File: config.mk
export PLATFORM = sky130hd
export DESIGN_NAME = pdma_pair
export DESIGN_NICKNAME = d
export VERILOG_FILES = /design/src/rtl/pdma_pkg.sv /design/src/rtl/pdma_chan.sv /design/src/rtl/pdma_mport.sv /design/src/rtl/pdma_pair.sv
export SDC_FILE = /design/constraint.sdc
export NUM_CORES = 1
export LEC_CHECK = 0
export CAP_MARGIN = 20
export CORE_AREA = 3 3 152 154
export CTS_BUF_LIST = sky130_fd_sc_hd__clkbuf_16
export DETAILED_ROUTE_END_ITERATION = 7
export DIE_AREA = 0 0 155 157
export DONT_BUFFER_PORTS = 1
export GPL_ROUTABILITY_DRIVEN = 0
export PLACE_DENSITY_LB_ADDON = 0.08
export SYNTH_ARGS = -nofsm -noshare
export SYNTH_HDL_FRONTEND = slang
export SYNTH_HIERARCHICAL = 1
export SYNTH_SLANG_ARGS = --single-unit
File: constraint.sdc
create_clock -name clk -period 3.75 [get_ports clk]
set_input_delay 0.5625 -clock clk [delete_from_list [all_inputs] [get_ports clk]]
set_output_delay 0.5625 -clock clk [all_outputs]
set_load 0.01 [all_outputs]
File: src/rtl/pdma_pkg.sv
package pdma_pkg;
  typedef enum logic {
    CH_RX = 1'b0,
    CH_TX = 1'b1
  } pdma_ch_e;

  typedef enum logic {
    FLD_PTR = 1'b0,
    FLD_CNT = 1'b1
  } pdma_fld_e;
endpackage

File: src/rtl/pdma_chan.sv
module pdma_chan #(
  parameter int ADDR_W = 32,
  parameter int DATA_W = 32,
  parameter int CNT_W  = 16,
  parameter int STEP   = 4,
  parameter bit IS_RX  = 1'b1
) (
  input  logic              clk,
  input  logic              rst_n,
  input  logic              cfg_ptr_we,
  input  logic              cfg_cnt_we,
  input  logic [ADDR_W-1:0] cfg_wdata,
  input  logic              per_req,
  input  logic [DATA_W-1:0] per_wdata,
  input  logic              word_done,
  output logic [ADDR_W-1:0] ptr,
  output logic [CNT_W-1:0]  cnt,
  output logic              pend,
  output logic [DATA_W-1:0] hold_data,
  output logic              eot
);
  function automatic logic [ADDR_W-1:0] ptr_next(input logic [ADDR_W-1:0] p);
    return p + ADDR_W'(STEP);
  endfunction

  function automatic logic [CNT_W-1:0] cnt_next(input logic [CNT_W-1:0] c);
    return c - CNT_W'(1);
  endfunction

  logic [CNT_W-1:0] cfg_cnt_val;
  logic             accept;
  logic             last_word;

  assign cfg_cnt_val = cfg_wdata[CNT_W-1:0];
  assign accept      = per_req && (cnt != '0) && !pend;
  assign last_word   = word_done && (cnt == CNT_W'(1));

  always_ff @(posedge clk) begin
    if (!rst_n) begin
      ptr  <= '0;
      cnt  <= '0;
      pend <= 1'b0;
      eot  <= 1'b0;
    end else begin
      if (cfg_ptr_we)     ptr <= cfg_wdata;
      else if (word_done) ptr <= ptr_next(ptr);

      if (cfg_cnt_we)     cnt <= cfg_cnt_val;
      else if (word_done) cnt <= cnt_next(cnt);

      if (word_done)   pend <= 1'b0;
      else if (accept) pend <= 1'b1;

      if (cfg_cnt_we && (cfg_cnt_val != '0)) eot <= 1'b0;
      else if (last_word)                    eot <= 1'b1;
    end
  end

  generate
    if (IS_RX) begin : g_hold
      logic [DATA_W-1:0] hold_q;
      always_ff @(posedge clk) begin
        if (!rst_n)      hold_q <= '0;
        else if (accept) hold_q <= per_wdata;
      end
      assign hold_data = hold_q;

      AST_HOLD_KEPT: assert property (@(posedge clk) disable iff (!rst_n)
        (pend && !word_done) |=> $stable(hold_q));
    end else begin : g_nohold
      assign hold_data = '0;
    end
  endgenerate

  AST_IDLE_IGNORED: assert property (@(posedge clk) disable iff (!rst_n)
    (per_req && !pend && cnt == '0 && !cfg_cnt_we) |=> (!pend && cnt == '0));
  AST_CNT_STEP: assert property (@(posedge clk) disable iff (!rst_n)
    (word_done && !cfg_cnt_we) |=> (cnt == $past(cnt) - CNT_W'(1)));
  AST_PTR_STEP: assert property (@(posedge clk) disable iff (!rst_n)
    (word_done && !cfg_ptr_we) |=> (ptr == $past(ptr) + ADDR_W'(STEP)));
  AST_EOT_ON_LAST: assert property (@(posedge clk) disable iff (!rst_n)
    (word_done && cnt == CNT_W'(1) && !cfg_cnt_we) |=> eot);
  AST_EOT_CLEAR: assert property (@(posedge clk) disable iff (!rst_n)
    (cfg_cnt_we && cfg_cnt_val != '0) |=> !eot);
  AST_DONE_NEEDS_PEND: assert property (@(posedge clk) disable iff (!rst_n)
    word_done |-> pend);
endmodule

File: src/rtl/pdma_mport.sv
module pdma_mport
  import pdma_pkg::*;
#(
  parameter int ADDR_W = 32,
  parameter int DATA_W = 32
) (
  input  logic              clk,
  input  logic              rst_n,
  input  logic              rx_pend,
  input  logic              tx_pend,
  input  logic [ADDR_W-1:0] rx_ptr,
  input  logic [ADDR_W-1:0] tx_ptr,
  input  logic [DATA_W-1:0] rx_hold,
  output logic              mem_req,
  output logic              mem_we,
  output logic [ADDR_W-1:0] mem_addr,
  output logic [DATA_W-1:0] mem_wdata,
  input  logic              mem_gnt,
  input  logic [DATA_W-1:0] mem_rdata,
  output logic              rx_word_done,
  output logic              tx_word_done,
  output logic [DATA_W-1:0] tx_word,
  output logic              tx_valid
);
  pdma_ch_e owner;
  logic     busy;
  logic     launch;
  logic     finish;
  pdma_ch_e pick;

  assign launch = !busy && (rx_pend || tx_pend);
  assign pick   = rx_pend ? CH_RX : CH_TX;
  assign finish = busy && mem_gnt;

  assign rx_word_done = finish && (owner == CH_RX);
  assign tx_word_done = finish && (owner == CH_TX);
  assign mem_req      = busy;

  always_ff @(posedge clk) begin
    if (!rst_n) begin
      busy      <= 1'b0;
      owner     <= CH_RX;
      mem_we    <= 1'b0;
      mem_addr  <= '0;
      mem_wdata <= '0;
      tx_word   <= '0;
      tx_valid  <= 1'b0;
    end else begin
      tx_valid <= tx_word_done;
      if (tx_word_done) tx_word <= mem_rdata;
      if (launch) begin
        busy      <= 1'b1;
        owner     <= pick;
        mem_we    <= (pick == CH_RX);
        mem_addr  <= (pick == CH_RX) ? rx_ptr : tx_ptr;
        mem_wdata <= (pick == CH_RX) ? rx_hold : '0;
      end else if (finish) begin
        busy <= 1'b0;
      end
    end
  end

  AST_PORT_HOLD: assert property (@(posedge clk) disable iff (!rst_n)
    (mem_req && !mem_gnt) |=> (mem_req && $stable(mem_we) && $stable(mem_addr)
                               && $stable(mem_wdata)));
  AST_RX_FIRST: assert property (@(posedge clk) disable iff (!rst_n)
    (!mem_req && rx_pend && tx_pend) |=> (mem_req && mem_we));
  AST_TX_PULSE: assert property (@(posedge clk) disable iff (!rst_n)
    tx_word_done |=> (tx_valid && tx_word == $past(mem_rdata)));
  AST_ONE_DONE: assert property (@(posedge clk) disable iff (!rst_n)
    $onehot0({rx_word_done, tx_word_done}));
endmodule

File: src/rtl/pdma_pair.sv
module pdma_pair
  import pdma_pkg::*;
#(
  parameter int ADDR_W = 32,
  parameter int DATA_W = 32,
  parameter int CNT_W  = 16,
  parameter int STEP   = 4
) (
  input  logic              clk,
  input  logic              rst_n,
  input  logic              cfg_we,
  input  logic [1:0]        cfg_sel,
  input  logic [ADDR_W-1:0] cfg_wdata,
  output logic [ADDR_W-1:0] rx_ptr,
  output logic [CNT_W-1:0]  rx_cnt,
  output logic [ADDR_W-1:0] tx_ptr,
  output logic [CNT_W-1:0]  tx_cnt,
  output logic              rx_eot,
  output logic              tx_eot,
  input  logic              rx_req,
  input  logic [DATA_W-1:0] rx_word,
  input  logic              tx_req,
  output logic [DATA_W-1:0] tx_word,
  output logic              tx_valid,
  output logic              mem_req,
  output logic              mem_we,
  output logic [ADDR_W-1:0] mem_addr,
  output logic [DATA_W-1:0] mem_wdata,
  input  logic              mem_gnt,
  input  logic [DATA_W-1:0] mem_rdata
);
  logic              rx_pend, tx_pend;
  logic              rx_done_w, tx_done_w;
  logic [DATA_W-1:0] rx_hold, tx_hold_nc;
  logic [1:0]        ptr_we, cnt_we;

  for (genvar c = 0; c < 2; c++) begin : g_dec
    assign ptr_we[c] = cfg_we && (cfg_sel[1] == c[0]) && (cfg_sel[0] == FLD_PTR);
    assign cnt_we[c] = cfg_we && (cfg_sel[1] == c[0]) && (cfg_sel[0] == FLD_CNT);
  end

  pdma_chan #(.ADDR_W(ADDR_W), .DATA_W(DATA_W), .CNT_W(CNT_W), .STEP(STEP), .IS_RX(1'b1)) u_rx (
    .clk(clk), .rst_n(rst_n), .cfg_ptr_we(ptr_we[CH_RX]), .cfg_cnt_we(cnt_we[CH_RX]),
    .cfg_wdata(cfg_wdata), .per_req(rx_req), .per_wdata(rx_word), .word_done(rx_done_w),
    .ptr(rx_ptr), .cnt(rx_cnt), .pend(rx_pend), .hold_data(rx_hold), .eot(rx_eot));

  pdma_chan #(.ADDR_W(ADDR_W), .DATA_W(DATA_W), .CNT_W(CNT_W), .STEP(STEP), .IS_RX(1'b0)) u_tx (
    .clk(clk), .rst_n(rst_n), .cfg_ptr_we(ptr_we[CH_TX]), .cfg_cnt_we(cnt_we[CH_TX]),
    .cfg_wdata(cfg_wdata), .per_req(tx_req), .per_wdata('0), .word_done(tx_done_w),
    .ptr(tx_ptr), .cnt(tx_cnt), .pend(tx_pend), .hold_data(tx_hold_nc), .eot(tx_eot));

  pdma_mport #(.ADDR_W(ADDR_W), .DATA_W(DATA_W)) u_port (
    .clk(clk), .rst_n(rst_n), .rx_pend(rx_pend), .tx_pend(tx_pend),
    .rx_ptr(rx_ptr), .tx_ptr(tx_ptr), .rx_hold(rx_hold),
    .mem_req(mem_req), .mem_we(mem_we), .mem_addr(mem_addr), .mem_wdata(mem_wdata),
    .mem_gnt(mem_gnt), .mem_rdata(mem_rdata),
    .rx_word_done(rx_done_w), .tx_word_done(tx_done_w),
    .tx_word(tx_word), .tx_valid(tx_valid));

  AST_RESET_QUIET: assert property (@(posedge clk)
    !rst_n |=> (!mem_req && !tx_valid && !rx_eot && !tx_eot));
  AST_CFG_PTR: assert property (@(posedge clk) disable iff (!rst_n)
    ptr_we[CH_RX] |=> (rx_ptr == $past(cfg_wdata)));
endmodule

### Word level (Yosys, flattened, before mapping)

Cells that the tools add are included.

| word-level totals | value |
|---|---|
| register bits | 232 |
| input port bits | 104 |
| output and inout bits | 197 |
| logic and storage cells | 73 |

| operators by class | value |
|---|---|
| $add $sub $neg | 4 |
| eq/ne operators | 2 |
| muxes and demuxes | 13 |
| bitwise logic cells | 4 |
| reductions and logical operators | 34 |

Operators with widths:

| cell | count |
|---|---|
| 32-bit 2-to-1 mux | 6 |
| 32-bit by 3-bit adder with 32-bit output, second input constant | 2 |
| 16-bit 2-to-1 mux | 4 |
| 16-bit nonzero test | 3 |
| 16-bit by 1-bit equality test with 1-bit output, second input constant | 2 |
| 16-bit by 1-bit subtractor with 16-bit output, second input constant | 2 |
| 1-bit logical AND | 18 |
| 2-bit nonzero test | 5 |
| 2-bit OR reduction | 4 |
| 1-bit inverter | 4 |
| 1-bit zero test | 3 |
| 1-bit 2-to-1 mux | 3 |
| 1-bit logical OR | 1 |

### Logic depth before layout (Yosys ltp)

| depth | value |
|---|---|
| depth in word-level cells | 5 |
| gate-level depth with buffers | 8 |
| mapped depth without buffers | 6 |

### By module

The synthesis kept the hierarchy.

By module, submodules not included:

| module | instances | cells an instance | area each (µm²) | sequential area each (µm²) |
|---|---|---|---|---|
| pdma_chan (u_rx) | 1 | 493 | 4122.7 | 1641.6 |
| pdma_mport | 1 | 413 | 3832.4 | 2001.9 |
| pdma_chan (u_tx) | 1 | 369 | 3056.7 | 1001.0 |
| pdma_pair | 1 | 5 | 41.3 | 0.0 |

### Worst setup path after synthesis

Ideal clock, no wire load.

| path | value |
|---|---|
| path kind | input-to-reg |
| start | input mem_gnt |
| end | register u_tx.ptr[25] |
| library setup time | 86 ps |
| data arrival time | 2357 ps |
| data required time | 3664 ps |
| path slack | 1308 ps |
| cell stages on the path | 8 |
| buffers on the path | 2 |
| cells stage by stage | nand3_1 -> clkinv_1 -> buf_2 -> nand4_1 -> or4_1 -> clkbuf_1 -> or3_1 -> a211oi_1 |

| on the way | value |
|---|---|
| cells in the longest elaborated chain, start to end | 3 |

RTL lines:

| element | RTL line | RTL |
|---|---|---|
| start: declaration | pdma_pair.sv:29 | `input logic mem_gnt,` |
| 1-bit logical AND | pdma_mport.sv:33 | `assign finish = busy && mem_gnt;` |
| 1-bit logical AND | pdma_mport.sv:36 | `assign tx_word_done = finish && (owner == CH_TX);` |
| net tx_done_w | pdma_pair.sv:33 | `logic rx_done_w, tx_done_w;` |
| 2-bit nonzero test (no line) | -- |  |
| end signal: assignment | pdma_chan.sv:45 | `if (cfg_ptr_we) ptr <= cfg_wdata;` |
| end signal: assignment | pdma_chan.sv:46 | `else if (word_done) ptr <= ptr_next(ptr);` |
| end: declaration | pdma_chan.sv:16 | `output logic [ADDR_W-1:0] ptr,` |

The timed path passes the listed nets, and every way through them passes these cells.
A chain may end at the register's enable or synchronous reset.

### Worst setup path in the final report

| path | value |
|---|---|
| start | register u_port.busy (netlist: u_port/mem_req) |
| end | register u_tx.ptr[27] |

| on the way | value |
|---|---|
| cells in the longest elaborated chain, start to end | 3 |

RTL lines:

| element | RTL line | RTL |
|---|---|---|
| start: declaration | pdma_mport.sv:26 | `logic busy;` |
| start signal: assignment | pdma_mport.sv:41 | `busy <= 1'b0;` |
| start signal: assignment | pdma_mport.sv:52 | `busy <= 1'b1;` |
| start signal: assignment | pdma_mport.sv:58 | `busy <= 1'b0;` |
| 1-bit logical AND | pdma_mport.sv:33 |  |
| 1-bit logical AND | pdma_mport.sv:36 |  |
| net tx_done_w | pdma_pair.sv:33 |  |
| 2-bit nonzero test (no line) | -- |  |

The timed path passes the listed nets, and every way through them passes these cells.

==> out/summary.txt <==
Row cnt = 54
RSZ-0062 raised after global routing = no
Clock root buffer = clkbuf_16
Number of remaining DRC errors = 0
Syn avg cell area = 8.67 um2
FF-to-FF path depth = 6
Remaining Overflow, GRT = 0
Reg clk slew, reported paths = 0.06 ns
Antenna diodes = 0
Post-Syn Instances = 1246
Minimum clock period = 2.58 ns
Setup TNS Final = 0 ns
Slowest stage delay, CP = 0.87 ns
Leakage = 4.23 nW
Post-DR wirelength/cell = 21.5 um
Slew HR = 0.352
Critical path class = flop to flop
CTS hold repair buffers = 0
Starting Density = 0.495
Fill cells = 2053
CP Data Required Time = 4.20 ns
DIE HEIGHT = 157 um
Final worst setup slack = 1.17 ns
Layout cells sized above 1 = 0.0623
Post-Syn Area = 10800 um2
Slew @ Worst Pin = 0.964 ns
1st-iter DRT viols = 709
Pwr dens = 509 nW/um2
Largest net degree at the start of global routing = 287
Multi-input logic area = 5640 um2
Num Clock Sinks = 232
Max IR drop VDD = 0.000257 V
Slowest cell on the critical path = nor4_2
TritonCTS clock tree = yes
Layout area overhead = 7.63%
WHS Path Cells = 1
Cell Int Power = 4.32 mW
Startpoint Class = flop
Via count = 9242
Critical path peak fanout = 14
Vias per inst = 6.23
Number of post-CTS setup repair buffers = 0
IO Port Bufs = 0
Final worst-path cycle share = 0.688
Worst Setup End Kind = flop
Outcome = complete, no violations
Register Area = 4650 um2
Hpwl dp = 21.4 mm
Drt total wl = 31.9 mm
Initial antenna violation count = 0
Hold Crit Class = input port to flop
Max Clock Skew = 0.0172 ns
Syn_nets = 1356
Vias in the first global route = 8332
Yosys Warn Count = 6
Core area = 21800 um2
Sequence of cells on the critical path = nand3_1 -> clkinv_1 -> nand4_1 -> nor4_2 -> a311oi_1 -> nor3_1
Fmax = 0.388 GHz
Cell family with most CP delay = simple AND/OR/NAND/NOR gates
Setup WS pre-CTS = 1.18 ns
Clk buf depth = 3
Die area = 24300 um2
First-pass DRT Iterations = 5
Clk pwr share = 0.421
Final setup violation count = 0
Overall Global Routing Usage = 0.245
Critical path depth = 6
Final hold viol count = 0
Crit path buf inv count = 1
Sw frac = 0.270
Seq pwr share = 0.480
Ports = 301
First-pass GRT wire length = 48.9 mm
Max-cap violations = 0
Arr. time, crit path = 3.03 ns
Fin. max-slew vios = 0
Clock Latency Late Sink = 0.53 ns
Cts bufs inserted = 26
Cts repair resizes = 0
Die X = 155 um
Htree depth = 1
Switching power = 1.60 mW
Post-DRT Antenna Nets = 0
Comb power frac = 0.099
Layout Nets = 1299
cell type report:
| cell class | count | share of cell area |
|---|---|---|
| clock buffer | 28 | 0.0602 |
| clock inverter | 15 | 0.0110 |
| inverter | 17 | 0.00549 |
| multi-input combinational | 899 | 0.485 |
| sequential | 232 | 0.400 |
| tap | 280 | 0.0301 |
| timing repair buffer | 13 | 0.00818 |
layer usage:
layer	global-route usage	vias up	wire length, um
met3	0.0619	42	2910
li1	-	4475	-
met2	0.384	338	14600
met4	0.0597	0	648
met1	0.342	4387	13700
met5	0	-	0
registers in the layout (all words and copies together) (netlist names):
register and count:
u_port/mem_addr 32, u_port/mem_req 1, u_port/mem_wdata 32, u_port/mem_we 1, u_port/owner 1, u_port/tx_valid 1
u_port/tx_word 32, u_rx/cnt 16, u_rx/eot 1, u_rx/hold_data 32, u_rx/pend 1, u_rx/ptr 32
u_tx/cnt 16, u_tx/eot 1, u_tx/pend 1, u_tx/ptr 32
through the flow:
stage / total power, mW / utilization / instances / hold slack (ns) / cell area [um2]
final: 5.92 / 0.533 / 1484 / 0.173 / 11600
after global routing: 6.15 / 0.533 / 1484 / 0.148 / 11600
after CTS: 5.98 / 0.533 / 1483 / 0.141 / 11600
after detailed placement: 3.48 / 0.495 / 1440 / 0.448 / 10800
after global placement: 3.47 / 0.495 / 1440 / 0.443 / 10800
after floorplan: 3.38 / - / 1246 / 0.435 / 10800
worst reg2reg max path, cell delays in order (launching register included):
cell      delay [ns]
dfxtp_1         0.48
nand3_1         0.15
clkinv_1        0.29
nand4_1         0.31
nor4_2          0.87
a311oi_1        0.21
nor3_1          0.21
layout by cell type, fill, tap and decap left out, types with 28 or more instances in the layout:
| cell | count |
|---|---|
| dfxtp_1 | 231 |
| nand2_1 | 166 |
| o21ai_0 | 98 |
| nand3_1 | 90 |
| mux2i_1 | 73 |
| nand4_1 | 60 |
| nor2_1 | 39 |
| a21oi_1 | 37 |
| o2bb2ai_1 | 32 |
| nor4_1 | 30 |
| clkbuf_16 | 28 |
| xnor2_1 | 28 |
worst paths after layout:
path | slack, ns | endpoint | from
min reg2reg | 0.46 | u_rx/hold_data[4] | u_rx/hold_data[4]
max | 1.17 | u_tx/ptr[27] | u_port/mem_req
max reg2reg | 1.17 | u_tx/ptr[27] | u_port/mem_req
min | 0.17 | u_tx/ptr[6] | cfg_wdata[6]
power by group through the flow:
stage	Sequential [mW]	Clock, mW	Combinational [mW]
3_3_place_gp	2.89	0	0.579
3_5_place_dp	2.89	0	0.586
5_1_grt	2.86	2.63	0.653
6_report	2.84	2.49	0.588
4_1_cts	2.84	2.55	0.587
2_1_floorplan	2.81	0	0.569
Power figures use the tool's default switching activity.
